==> src/rtl/edo_pkg.sv <==
package edo_pkg;
  typedef enum logic [2:0] {
    ST_IDLE, ST_ROW, ST_CSET, ST_COL, ST_CPRE, ST_RPRE
  } edo_state_e;

  function automatic int edo_cyc(input int ns, input int clk_ns);
    return (ns + clk_ns - 1) / clk_ns;
  endfunction

  function automatic int edo_max(input int a, input int b);
    return (a > b) ? a : b;
  endfunction
endpackage

==> src/rtl/edo_dwell.sv <==
module edo_dwell #(
  parameter int CW = 8
) (
  input  logic          clk_i,
  input  logic          rst_ni,
  input  logic          restart_i,
  output logic [CW-1:0] cnt_o
);
  logic [CW-1:0] cnt_q;

  always_ff @(posedge clk_i or negedge rst_ni) begin
    if (!rst_ni)             cnt_q <= '0;
    else if (restart_i)      cnt_q <= '0;
    else if (cnt_q != '1)    cnt_q <= cnt_q + 1'b1;
  end

  assign cnt_o = cnt_q;
endmodule

==> src/rtl/edo_rowtrk.sv <==
module edo_rowtrk #(
  parameter int ROW_W   = 12,
  parameter int CW      = 8,
  parameter int N_RASL  = 3,
  parameter int N_RASP  = 100,
  parameter int N_GUARD = 5
) (
  input  logic             clk_i,
  input  logic             rst_ni,
  input  logic             open_i,
  input  logic [ROW_W-1:0] row_i,
  input  logic             ras_low_i,
  input  logic [ROW_W-1:0] cmp_row_i,
  output logic [ROW_W-1:0] row_o,
  output logic             hit_o,
  output logic             rasl_ok_o,
  output logic             rasp_ok_o
);
  localparam logic [CW-1:0] L_RASL = CW'(N_RASL - 1);
  localparam logic [CW-1:0] L_PAGE = CW'(N_RASP - N_GUARD);

  logic [ROW_W-1:0] row_q;
  logic [CW-1:0]    low_q;

  always_ff @(posedge clk_i or negedge rst_ni) begin
    if (!rst_ni)     row_q <= '0;
    else if (open_i) row_q <= row_i;
  end

  // cycles the row strobe has been low, 0 in its first low cycle
  always_ff @(posedge clk_i or negedge rst_ni) begin
    if (!rst_ni)           low_q <= '0;
    else if (!ras_low_i)   low_q <= '0;
    else if (low_q != '1)  low_q <= low_q + 1'b1;
  end

  assign row_o     = row_q;
  assign hit_o     = ras_low_i && (row_q == cmp_row_i);
  assign rasl_ok_o = low_q >= L_RASL;
  assign rasp_ok_o = low_q < L_PAGE;


  rasp_limit_chk: assert property (@(posedge clk_i) disable iff (!rst_ni)
    ras_low_i |-> (int'(low_q) < N_RASP));
endmodule

==> src/rtl/edo_seq.sv <==
module edo_seq
  import edo_pkg::*;
#(
  parameter int CLK_NS     = 20,
  parameter int REFRESH_8K = 0,
  parameter int DW         = 72,
  parameter int T_RAS_NS   = 60,
  parameter int T_RP_NS    = 40,
  parameter int T_RC_NS    = 104,
  parameter int T_RCD_NS   = 20,
  parameter int T_RAC_NS   = 60,
  parameter int T_CAC_NS   = 15,
  parameter int T_AA_NS    = 30,
  parameter int T_CAS_NS   = 10,
  parameter int T_CP_NS    = 10,
  parameter int T_HPC_NS   = 25,
  parameter int T_RASP_NS  = 200000,
  localparam int ROW_W     = 12 + REFRESH_8K,
  localparam int COL_W     = 12 - REFRESH_8K
) (
  input  logic             clk_i,
  input  logic             rst_ni,
  input  logic             req_valid_i,
  output logic             req_ready_o,
  input  logic             req_write_i,
  input  logic [ROW_W-1:0] req_row_i,
  input  logic [COL_W-1:0] req_col_i,
  input  logic [DW-1:0]    req_wdata_i,
  output logic [DW-1:0]    rd_data_o,
  output logic             rd_done_o,
  output logic             ras_no_o,
  output logic             cas_no_o,
  output logic             we_no_o,
  output logic             oe_no_o,
  output logic [ROW_W-1:0] addr_o,
  output logic [DW-1:0]    dq_o,
  output logic             dq_oe_o,
  input  logic [DW-1:0]    dq_i
);
  localparam int N_COL  = edo_max(edo_max(edo_cyc(T_CAS_NS, CLK_NS), edo_cyc(T_CAC_NS, CLK_NS)),
                                  edo_max(edo_cyc(T_AA_NS, CLK_NS) - 1, 1));
  localparam int N_ROW  = edo_max(edo_max(edo_cyc(T_RCD_NS, CLK_NS) - 1, 1),
                                  edo_cyc(T_RAC_NS, CLK_NS) - 1 - N_COL);
  localparam int N_CPR  = edo_max(edo_max(1, edo_cyc(T_CP_NS, CLK_NS) - 1),
                                  edo_cyc(T_HPC_NS, CLK_NS) - 1 - N_COL);
  localparam int N_RP   = edo_max(edo_cyc(T_RP_NS, CLK_NS), 1);
  localparam int N_RASL = edo_max(edo_cyc(T_RAS_NS, CLK_NS), edo_cyc(T_RC_NS, CLK_NS) - N_RP - 1);
  localparam int N_RASP = edo_cyc(T_RASP_NS, CLK_NS);
  localparam int N_GRD  = 2 * N_CPR + N_COL + 2;
  localparam int CW     = $clog2(N_RASP + 1);
  localparam logic [CW-1:0] L_ROW = CW'(N_ROW - 1);
  localparam logic [CW-1:0] L_COL = CW'(N_COL - 1);
  localparam logic [CW-1:0] L_CPR = CW'(N_CPR - 1);
  localparam logic [CW-1:0] L_RP  = CW'(N_RP - 1);

  edo_state_e       state_q, state_d;
  logic             wr_q;
  logic [COL_W-1:0] col_q;
  logic [DW-1:0]    wdata_q, rdata_q;
  logic             done_q;
  logic [CW-1:0]    dwell;
  logic [ROW_W-1:0] open_row;
  logic             hit, rasl_ok, rasp_ok, acc, ras_low;

  edo_dwell #(.CW(CW)) i_dwell (
    .clk_i, .rst_ni,
    .restart_i (state_d != state_q),
    .cnt_o     (dwell)
  );

  edo_rowtrk #(
    .ROW_W(ROW_W), .CW(CW), .N_RASL(N_RASL), .N_RASP(N_RASP), .N_GUARD(N_GRD)
  ) i_rowtrk (
    .clk_i, .rst_ni,
    .open_i    (acc && state_q == ST_IDLE),
    .row_i     (req_row_i),
    .ras_low_i (ras_low),
    .cmp_row_i (req_row_i),
    .row_o     (open_row),
    .hit_o     (hit),
    .rasl_ok_o (rasl_ok),
    .rasp_ok_o (rasp_ok)
  );

  assign ras_low     = !(state_q == ST_IDLE || state_q == ST_RPRE);
  assign req_ready_o = (state_q == ST_IDLE) ||
                       (state_q == ST_CPRE && dwell >= L_CPR && hit && rasp_ok);
  assign acc         = req_valid_i && req_ready_o;

  always_comb begin
    state_d = state_q;
    unique case (state_q)
      ST_IDLE: if (acc) state_d = ST_ROW;
      ST_ROW:  if (dwell >= L_ROW) state_d = ST_CSET;
      ST_CSET: state_d = ST_COL;
      ST_COL:  if (dwell >= L_COL) state_d = ST_CPRE;
      ST_CPRE: if (dwell >= L_CPR) begin
                 if (acc)          state_d = ST_CSET;
                 else if (rasl_ok) state_d = ST_RPRE;
               end
      ST_RPRE: if (dwell >= L_RP) state_d = ST_IDLE;
      default: state_d = ST_IDLE;
    endcase
  end

  always_ff @(posedge clk_i or negedge rst_ni) begin
    if (!rst_ni) begin
      state_q <= ST_IDLE;
      wr_q    <= 1'b0;
      col_q   <= '0;
      wdata_q <= '0;
    end else begin
      state_q <= state_d;
      if (acc) begin
        wr_q    <= req_write_i;
        col_q   <= req_col_i;
        wdata_q <= req_wdata_i;
      end
    end
  end

  // capture on the edge that ends the column strobe
  always_ff @(posedge clk_i or negedge rst_ni) begin
    if (!rst_ni) begin
      rdata_q <= '0;
      done_q  <= 1'b0;
    end else begin
      done_q <= 1'b0;
      if (state_q == ST_COL && dwell >= L_COL && !wr_q) begin
        rdata_q <= dq_i;
        done_q  <= 1'b1;
      end
    end
  end

  assign ras_no_o  = !ras_low;
  assign cas_no_o  = state_q != ST_COL;
  assign we_no_o   = !(wr_q && (state_q == ST_ROW || state_q == ST_CSET ||
                                state_q == ST_COL || state_q == ST_CPRE));
  assign oe_no_o   = !(!wr_q && state_q == ST_COL);
  assign addr_o    = (state_q == ST_ROW) ? open_row : ROW_W'(col_q);
  assign dq_o      = wdata_q;
  assign dq_oe_o   = wr_q && (state_q == ST_CSET || state_q == ST_COL);
  assign rd_data_o = rdata_q;
  assign rd_done_o = done_q;


  accept_opens_chk: assert property (@(posedge clk_i) disable iff (!rst_ni)
    acc |=> !ras_no_o);

  cas_in_ras_chk: assert property (@(posedge clk_i) disable iff (!rst_ni)
    !cas_no_o |-> !ras_no_o);

  drive_needs_we_chk: assert property (@(posedge clk_i) disable iff (!rst_ni)
    dq_oe_o |-> (!we_no_o && oe_no_o));

  oe_read_only_chk: assert property (@(posedge clk_i) disable iff (!rst_ni)
    !oe_no_o |-> (we_no_o && !cas_no_o));

  done_pulse_chk: assert property (@(posedge clk_i) disable iff (!rst_ni)
    rd_done_o |=> !rd_done_o);

  ras_min_low_chk: assert property (@(posedge clk_i) disable iff (!rst_ni)
    $rose(ras_no_o) |-> $past(rasl_ok));
endmodule

==> config.mk <==
export PLATFORM = sky130hd
export DESIGN_NAME = edo_seq
export DESIGN_NICKNAME = d
export VERILOG_FILES = /design/src/rtl/edo_pkg.sv /design/src/rtl/edo_dwell.sv /design/src/rtl/edo_rowtrk.sv /design/src/rtl/edo_seq.sv
export SDC_FILE = /design/constraint.sdc
export NUM_CORES = 1
export LEC_CHECK = 0
export BUFFER_PORTS_ARGS = -buffer_cell sky130_fd_sc_hd__buf_4
export CORE_ASPECT_RATIO = 1.2
export CORE_MARGIN = 5
export CORE_UTILIZATION = 30
export DETAILED_ROUTE_END_ITERATION = 16
export GPL_ROUTABILITY_DRIVEN = 0
export HOLD_SLACK_MARGIN = 0.1
export PLACE_DENSITY = 0.53
export SYNTH_ARGS = -nofsm -noshare
export SYNTH_HDL_FRONTEND = slang
export SYNTH_SLANG_ARGS = --single-unit
export TNS_END_PERCENT = 10
==> constraint.sdc <==
create_clock -name clk_i -period 2.45 [get_ports clk_i]
set_input_delay 0.49 -clock clk_i [delete_from_list [all_inputs] [get_ports clk_i]]
set_output_delay 0.49 -clock clk_i [all_outputs]
set_load 0.02 [all_outputs]
==> results of run 1 <==
==> cells by family (layout without fill, tap and decap cells) <==
family	after synthesis	after routing	share of synthesized area (%)
buf+inv	37	429	2.31
simple gates	121	121	7.79
compound gates	25	25	2.02
flops	201	201	58.3
xor+xnor	30	30	3.05
fa+ha+maj	5	5	0.725
mux	181	181	25.8
==> layout by cell type (no fill, tap or decap), types with 9 or more instances in the layout <==
master and count:
buf_4 351, buf_6 19, clkbuf_16 25, dfrtp_1 201
mux2_2 120, mux2_4 61, nand2_1 16, nand3_1 9
nand4_1 10, nor2_1 25, nor3_1 9, nor4_1 15
xnor2_1 15, xor2_1 15
==> state kept, by name, summed over array words and instances, names as in the netlist <==
signal          count
col_q              12
dq_o               72
i_dwell.cnt_o      14
i_rowtrk.low_q     14
i_rowtrk.row_o     12
rd_data_o          72
rd_done_o           1
state_q             3
wr_q                1
==> worst paths after layout <==
| kind | from | end | slack [ps] | cells after the start |
|---|---|---|---|---|
| worst max-delay path | i_rowtrk.row_o[2]$_DFFE_PN0P_ | req_ready_o | -140 | 6 |
| max in group asynchronous | rst_ni | i_rowtrk.low_q[2]$_DFFE_PN0P_ | 1210 | 3 |
| min in group asynchronous | rst_ni | rd_data_o[5]$_DFFE_PN0P_ | 460 | 2 |
| worst min-delay path | dq_i[25] | rd_data_o[25]$_DFFE_PN0P_ | 190 | 2 |
| worst min register to register | rd_data_o[6]$_DFFE_PN0P_ | rd_data_o[6]$_DFFE_PN0P_ | 500 | 1 |
| worst max register to register | i_rowtrk.low_q[0]$_DFFE_PN0P_ | dq_o[7]$_DFFE_PN0P_ | 90 | 9 |
==> power breakdown <==
group | total, mW | internal [mW] | switching (mW)
Combinational | 8.71 | 4.52 | 4.20
Clock | 3.63 | 2.19 | 1.44
Sequential | 5.68 | 4.83 | 0.846
Total | 18.0 | 11.5 | 6.48
==> worst reg2reg max path, cell delays in order (launching register included) <==
cell      delay (ps)
dfrtp_1          350
ha_1             170
o21ai_0          100
a2111o_1         420
nand4_1          110
buf_4            140
nor3_4            50
nor2_4           300
buf_12           240
mux2_2           370
==> per-layer routing <==
layer,up-vias,global-route usage (%),wire length [µm]
met2,198,27.5,13500
li1,2894,-,-
met3,38,4.27,1800
met1,3056,17.8,9430
met4,0,4.01,601
met5,-,0,0
==> timing repair <==
action | 4_1_cts | 5_1_grt
pin swaps | 4 | 2
endpoints found under the hold margin | 46 | 0
hold buffers | 1 | 0
endpoints found under the setup margin | 27 | 52
buffers inserted | 7 | 0
resized for setup | 21 | 19
gates cloned | 1 | 0
==> layout make-up <==
cell class	count	share of cell area, %
Clock buffer	36	5.72
Clock inverter	6	0.593
Timing Repair Buffer	380	23.5
Sequential cell	201	39.1
Tap cell	385	3.74
Inverter	7	0.204
Multi-Input combinational cell	362	27.1
==> per-stage QoR <==
step | setup TNS, ps | setup slack (ps) | utilization [%] | cells | cell area (µm²)
6_report | -605 | -138 | 45.1 | 1377 | 12900
5_1_grt | -2140 | -210 | 45.1 | 1377 | 12900
4_1_cts | -1200 | -167 | 44.8 | 1377 | 12800
3_5_place_dp | -15010 | -253 | 41.4 | 1326 | 11800
3_3_place_gp | -4180 | -73.4 | 41.4 | 1326 | 11800
2_1_floorplan | 0 | 236 | - | 600 | 8630
==> impl_metrics.py, run 1 <==
metrics = {
    "routing": {
        "routed_wl_um": 25300,
        "viasPerCell": 4.49,
        "detail_route.wl_per_cell_um": 18.4,
        "vias": 6186,
        "route.detailed.drc": 0,
        "firstDrtPassIters": 4,
        "drtIter0Drc": 247,
        "ant_nets": 0,
    },
    "critical_path": {
        "crit_required_ps": 1960,
        "cpLargestDelayFamily": "simple AND/OR/NAND/NOR gates",
        "path_cells": "xor2_1 > nor4_2 > o2111ai_2 > nor2_1 > a21o_1 > buf_6",
        "critical_path_class": "reg2out",
        "slowest_stage": "nor4_2",
        "endpoint_kind": "output pin",
        "critical_path.max_fanout": 2,
        "critPathBufInv": 1,
        "critPathLaunchType": "register",
        "arrival_ps": 2100,
        "slowest_delay_ps": 410,
    },
    "clock_network": {
        "root_buffer": "clkbuf_16",
        "htreeDepth": 1,
        "clk_pin_slew_ps": 60,
        "cts_tree": "done",
        "insertion_delay_ps": 530,
        "numCtsBuffers": 25,
        "clk_path_buf_depth": 3,
        "clkSinkCount": 201,
    },
    "sta": {
        "finalSetupViolCount": 14,
        "fin_skew_ps": 20.3,
        "maxSlewViolCount": 0,
        "period_share_pct": 106,
        "relSlewSlack_pct": 54.1,
        "fmax_mhz": 386,
        "hold_viol_final": 0,
        "period_minus_slack_ps": 2590,
        "timing.hold.ws_ps": 188,
        "fin_ws_ps": -138,
        "rsz0062_at_grt": "yes",
        "worst_pin_slew_ps": 688,
    },
    "synthesis": {
        "yosysTopAreaCell": "dfrtp_1",
        "avgSynthCellArea_um2": 14.4,
        "ys_seq_area_share_pct": 58.3,
        "synthesis.nets": 777,
        "synth_edf_count": 0,
        "ys_warn_count": 0,
        "yosysMostFrequentCell": "dfrtp_1",
        "synth_top_cell_area_share_pct": 58.3,
        "ys_seq_elements": 201,
        "synth_area_leaders": "dfrtp_1, mux2_2, mux2_4, xnor2_1, xor2_1",
        "synthTopCellsByCount": "dfrtp_1, mux2_2, mux2_4",
        "synth.distinct_cells": 48,
        "synth_ff_type": "dfrtp_1",
        "synthesis.area_um2": 8630,
        "syn_inst": 600,
        "async_reset_ff_share_pct": 100,
    },
    "grt": {
        "grt_pass1_wl_um": 38700,
        "overflow": 0,
        "track_usage_pct": 15.3,
        "antenna_found_initial": 0,
        "grt_max_degree": 52,
        "grt_pass1_vias": 6754,
    },
    "final_layout": {
        "antenna_cells": 0,
        "synthToLayoutAreaGrowth_pct": 49.3,
        "seq_area_um2": 5030,
        "n_fill_cell": 2688,
        "multi_input_area_um2": 3500,
        "fin_nets": 1154,
        "drive_gt1_share_pct": 61.7,
    },
    "status": {
        "status": "finished, violations left",
        "violations": "setup timing",
    },
    "place": {
        "numPortBuffers": 334,
        "place_hpwl_um": 19300,
    },
    "die": {
        "initial_utilization_pct": 30.2,
        "fp-row-count": 68,
        "die_w_um": 165,
        "core_area_um2": 28600,
        "die_area_um2": 32300,
        "io_pins": 335,
        "dieHeight_um": 196,
    },
    "job": {
        "max_cap_violations": 0,
    },
    "power_and_ir_drop": {
        "power_mw": 18.0,
        "power_density_nw_per_um2": 1400,
        "ir_drop_v": 0.000751,
        "total_leakage_power_nw": 6.15,
    },
    "min_path": {
        "hp-class": "in2reg",
    },
}
Note: power is estimated with default switching activity, not from simulation.
==> inputs of run 2 (changes only) <==
--- a/config.mk
+++ b/config.mk
@@ -13,6 +13,7 @@
 export GPL_ROUTABILITY_DRIVEN = 0
 export HOLD_SLACK_MARGIN = 0.1
 export PLACE_DENSITY = 0.53
+export SKIP_CTS_REPAIR_TIMING = 1
 export SYNTH_ARGS = -nofsm -noshare
 export SYNTH_HDL_FRONTEND = slang
 export SYNTH_SLANG_ARGS = --single-unit
==> impl_metrics.py, run 2 (synthesized netlist as in run 1, its figures left out) <==
metrics = {
    "place": {
        "dp.cells": 1326,
        "place_hpwl_um": 19300,
        "placed_cell_area_um2": 11800,
        "numPortBuffers": 334,
    },
    "die": {
        "die_w_um": 165,
        "core_area_um2": 28600,
        "initial_utilization_pct": 30.2,
        "dieHeight_um": 196,
        "die_area_um2": 32300,
        "fp-row-count": 68,
        "io_pins": 335,
    },
    "clock_network": {
        "htreeDepth": 1,
        "insertion_delay_ps": 530,
        "clkSinkCount": 201,
        "cts_tree": "done",
        "clk_pin_slew_ps": 60,
        "numCtsBuffers": 25,
        "root_buffer": "clkbuf_16",
        "clk_path_buf_depth": 3,
    },
    "sta": {
        "maxSlewViolCount": 0,
        "fmax_mhz": 384,
        "hold_viol_final": 0,
        "fin_skew_ps": 19.1,
        "worst_pin_slew_ps": 679,
        "period_share_pct": 106,
        "rsz0062_at_grt": "yes",
        "finalSetupViolCount": 5,
        "relSlewSlack_pct": 54.7,
        "fin_ws_ps": -155,
        "period_minus_slack_ps": 2610,
    },
    "critical_path": {
        "arrival_ps": 2120,
        "critPathLaunchType": "register",
        "critical_path_class": "reg2out",
        "critical_path.max_fanout": 3,
        "crit_required_ps": 1960,
        "endpoint_kind": "output pin",
    },
    "power_and_ir_drop": {
        "clock_power_share_pct": 20.4,
        "combinationalPowerShare_pct": 47.7,
        "switching_share_pct": 36.0,
        "total_leakage_power_nw": 6.10,
        "internal_power_mw": 11.4,
        "power_mw": 17.8,
        "ir_drop_v": 0.000749,
        "seqPwrFrac_pct": 31.9,
        "power_density_nw_per_um2": 1390,
        "p_sw_mw": 6.41,
    },
    "job": {
        "max_cap_violations": 0,
    },
    "routing": {
        "ant_nets": 0,
        "routed_wl_um": 25000,
        "route.detailed.drc": 0,
        "detail_route.wl_per_cell_um": 18.3,
        "firstDrtPassIters": 4,
        "drtIter0Drc": 239,
        "viasPerCell": 4.50,
        "vias": 6167,
    },
    "final_layout": {
        "mostFrequentLayoutCells": "buf_4, dfrtp_1, mux2_2, mux2_4, nor2_1",
        "antenna_cells": 0,
        "fin_cells": 1371,
        "drive_gt1_share_pct": 61.2,
        "final_core_util_pct": 44.7,
        "synthToLayoutAreaGrowth_pct": 48.2,
        "design_area_um2": 12800,
        "fin_nets": 1148,
        "layout_commonest_cell": "buf_4",
    },
    "grt": {
        "grt_busiest_layer": "met2",
        "grt_pass1_vias": 6723,
        "grt_max_degree": 52,
        "overflow": 0,
        "grt_pass1_wl_um": 38500,
        "antenna_found_initial": 0,
        "track_usage_pct": 15.2,
        "use_met2_pct": 27.3,
        "use_met1_pct": 17.7,
        "met3_usage_pct": 4.20,
    },
    "status": {
        "status": "finished, violations left",
        "violations": "setup timing",
    },
    "min_path": {
        "hp-class": "in2reg",
    },
}
==> run 2: through the flow <==
step	worst slack, ps	hold slack [ps]	setup TNS (ps)
2_1_floorplan	236	194	0
3_3_place_gp	-73.4	475	-4180
3_5_place_dp	-253	481	-15010
4_1_cts	-421	-96.1	-2380
5_1_grt	-241	163	-2170
6_report	-155	188	-265
==> run 2: path summary, 6_finish.rpt <==
kind | start | endpoint | slack [ps] | cells past startpoint
worst max-delay path | i_rowtrk.row_o[6]$_DFFE_PN0P_ | req_ready_o | -160 | 6
worst min-delay path | dq_i[8] | rd_data_o[8]$_DFFE_PN0P_ | 190 | 2
worst max register to register | i_rowtrk.low_q[0]$_DFFE_PN0P_ | dq_o[7]$_DFFE_PN0P_ | 70 | 9
worst min register to register | rd_data_o[6]$_DFFE_PN0P_ | rd_data_o[6]$_DFFE_PN0P_ | 500 | 1
max in group asynchronous | rst_ni | i_rowtrk.low_q[1]$_DFFE_PN0P_ | 1210 | 3
min in group asynchronous | rst_ni | rd_data_o[5]$_DFFE_PN0P_ | 460 | 2
==> run 2: power groups by stage <==
stage / Combinational [mW] / Sequential, mW / Clock [mW]
after floorplan: 3.30 / 7.11 / 0
final: 8.50 / 5.68 / 3.62
after CTS: 8.48 / 5.69 / 3.76
after global placement: 8.40 / 5.70 / 0
after global routing: 9.03 / 5.89 / 3.90
after detailed placement: 8.48 / 5.70 / 0
==> run 2: final cells by class <==
type | instances | area [µm²]
Clock buffer | 36 | 737
Clock inverter | 6 | 76.3
Fill cell | 2696 | 15800
Inverter | 7 | 26.3
Multi-Input combinational cell | 362 | 3480
Sequential cell | 201 | 5030
Tap cell | 385 | 482
Timing Repair Buffer | 374 | 2950
==> run 2: critical path, stage by stage, from the launching register on <==
cell	delay, ps
dfrtp_1	400
xor2_1	160
nor4_2	410
o2111ai_2	220
nor2_1	140
a21o_1	140
buf_6	120
==> run 2: per-layer routing <==
layer,part of all wire [%],vias up
met2,53,196
li1,-,2884
met5,0,-
met3,7.0,38
met4,2.4,0
met1,37,3049
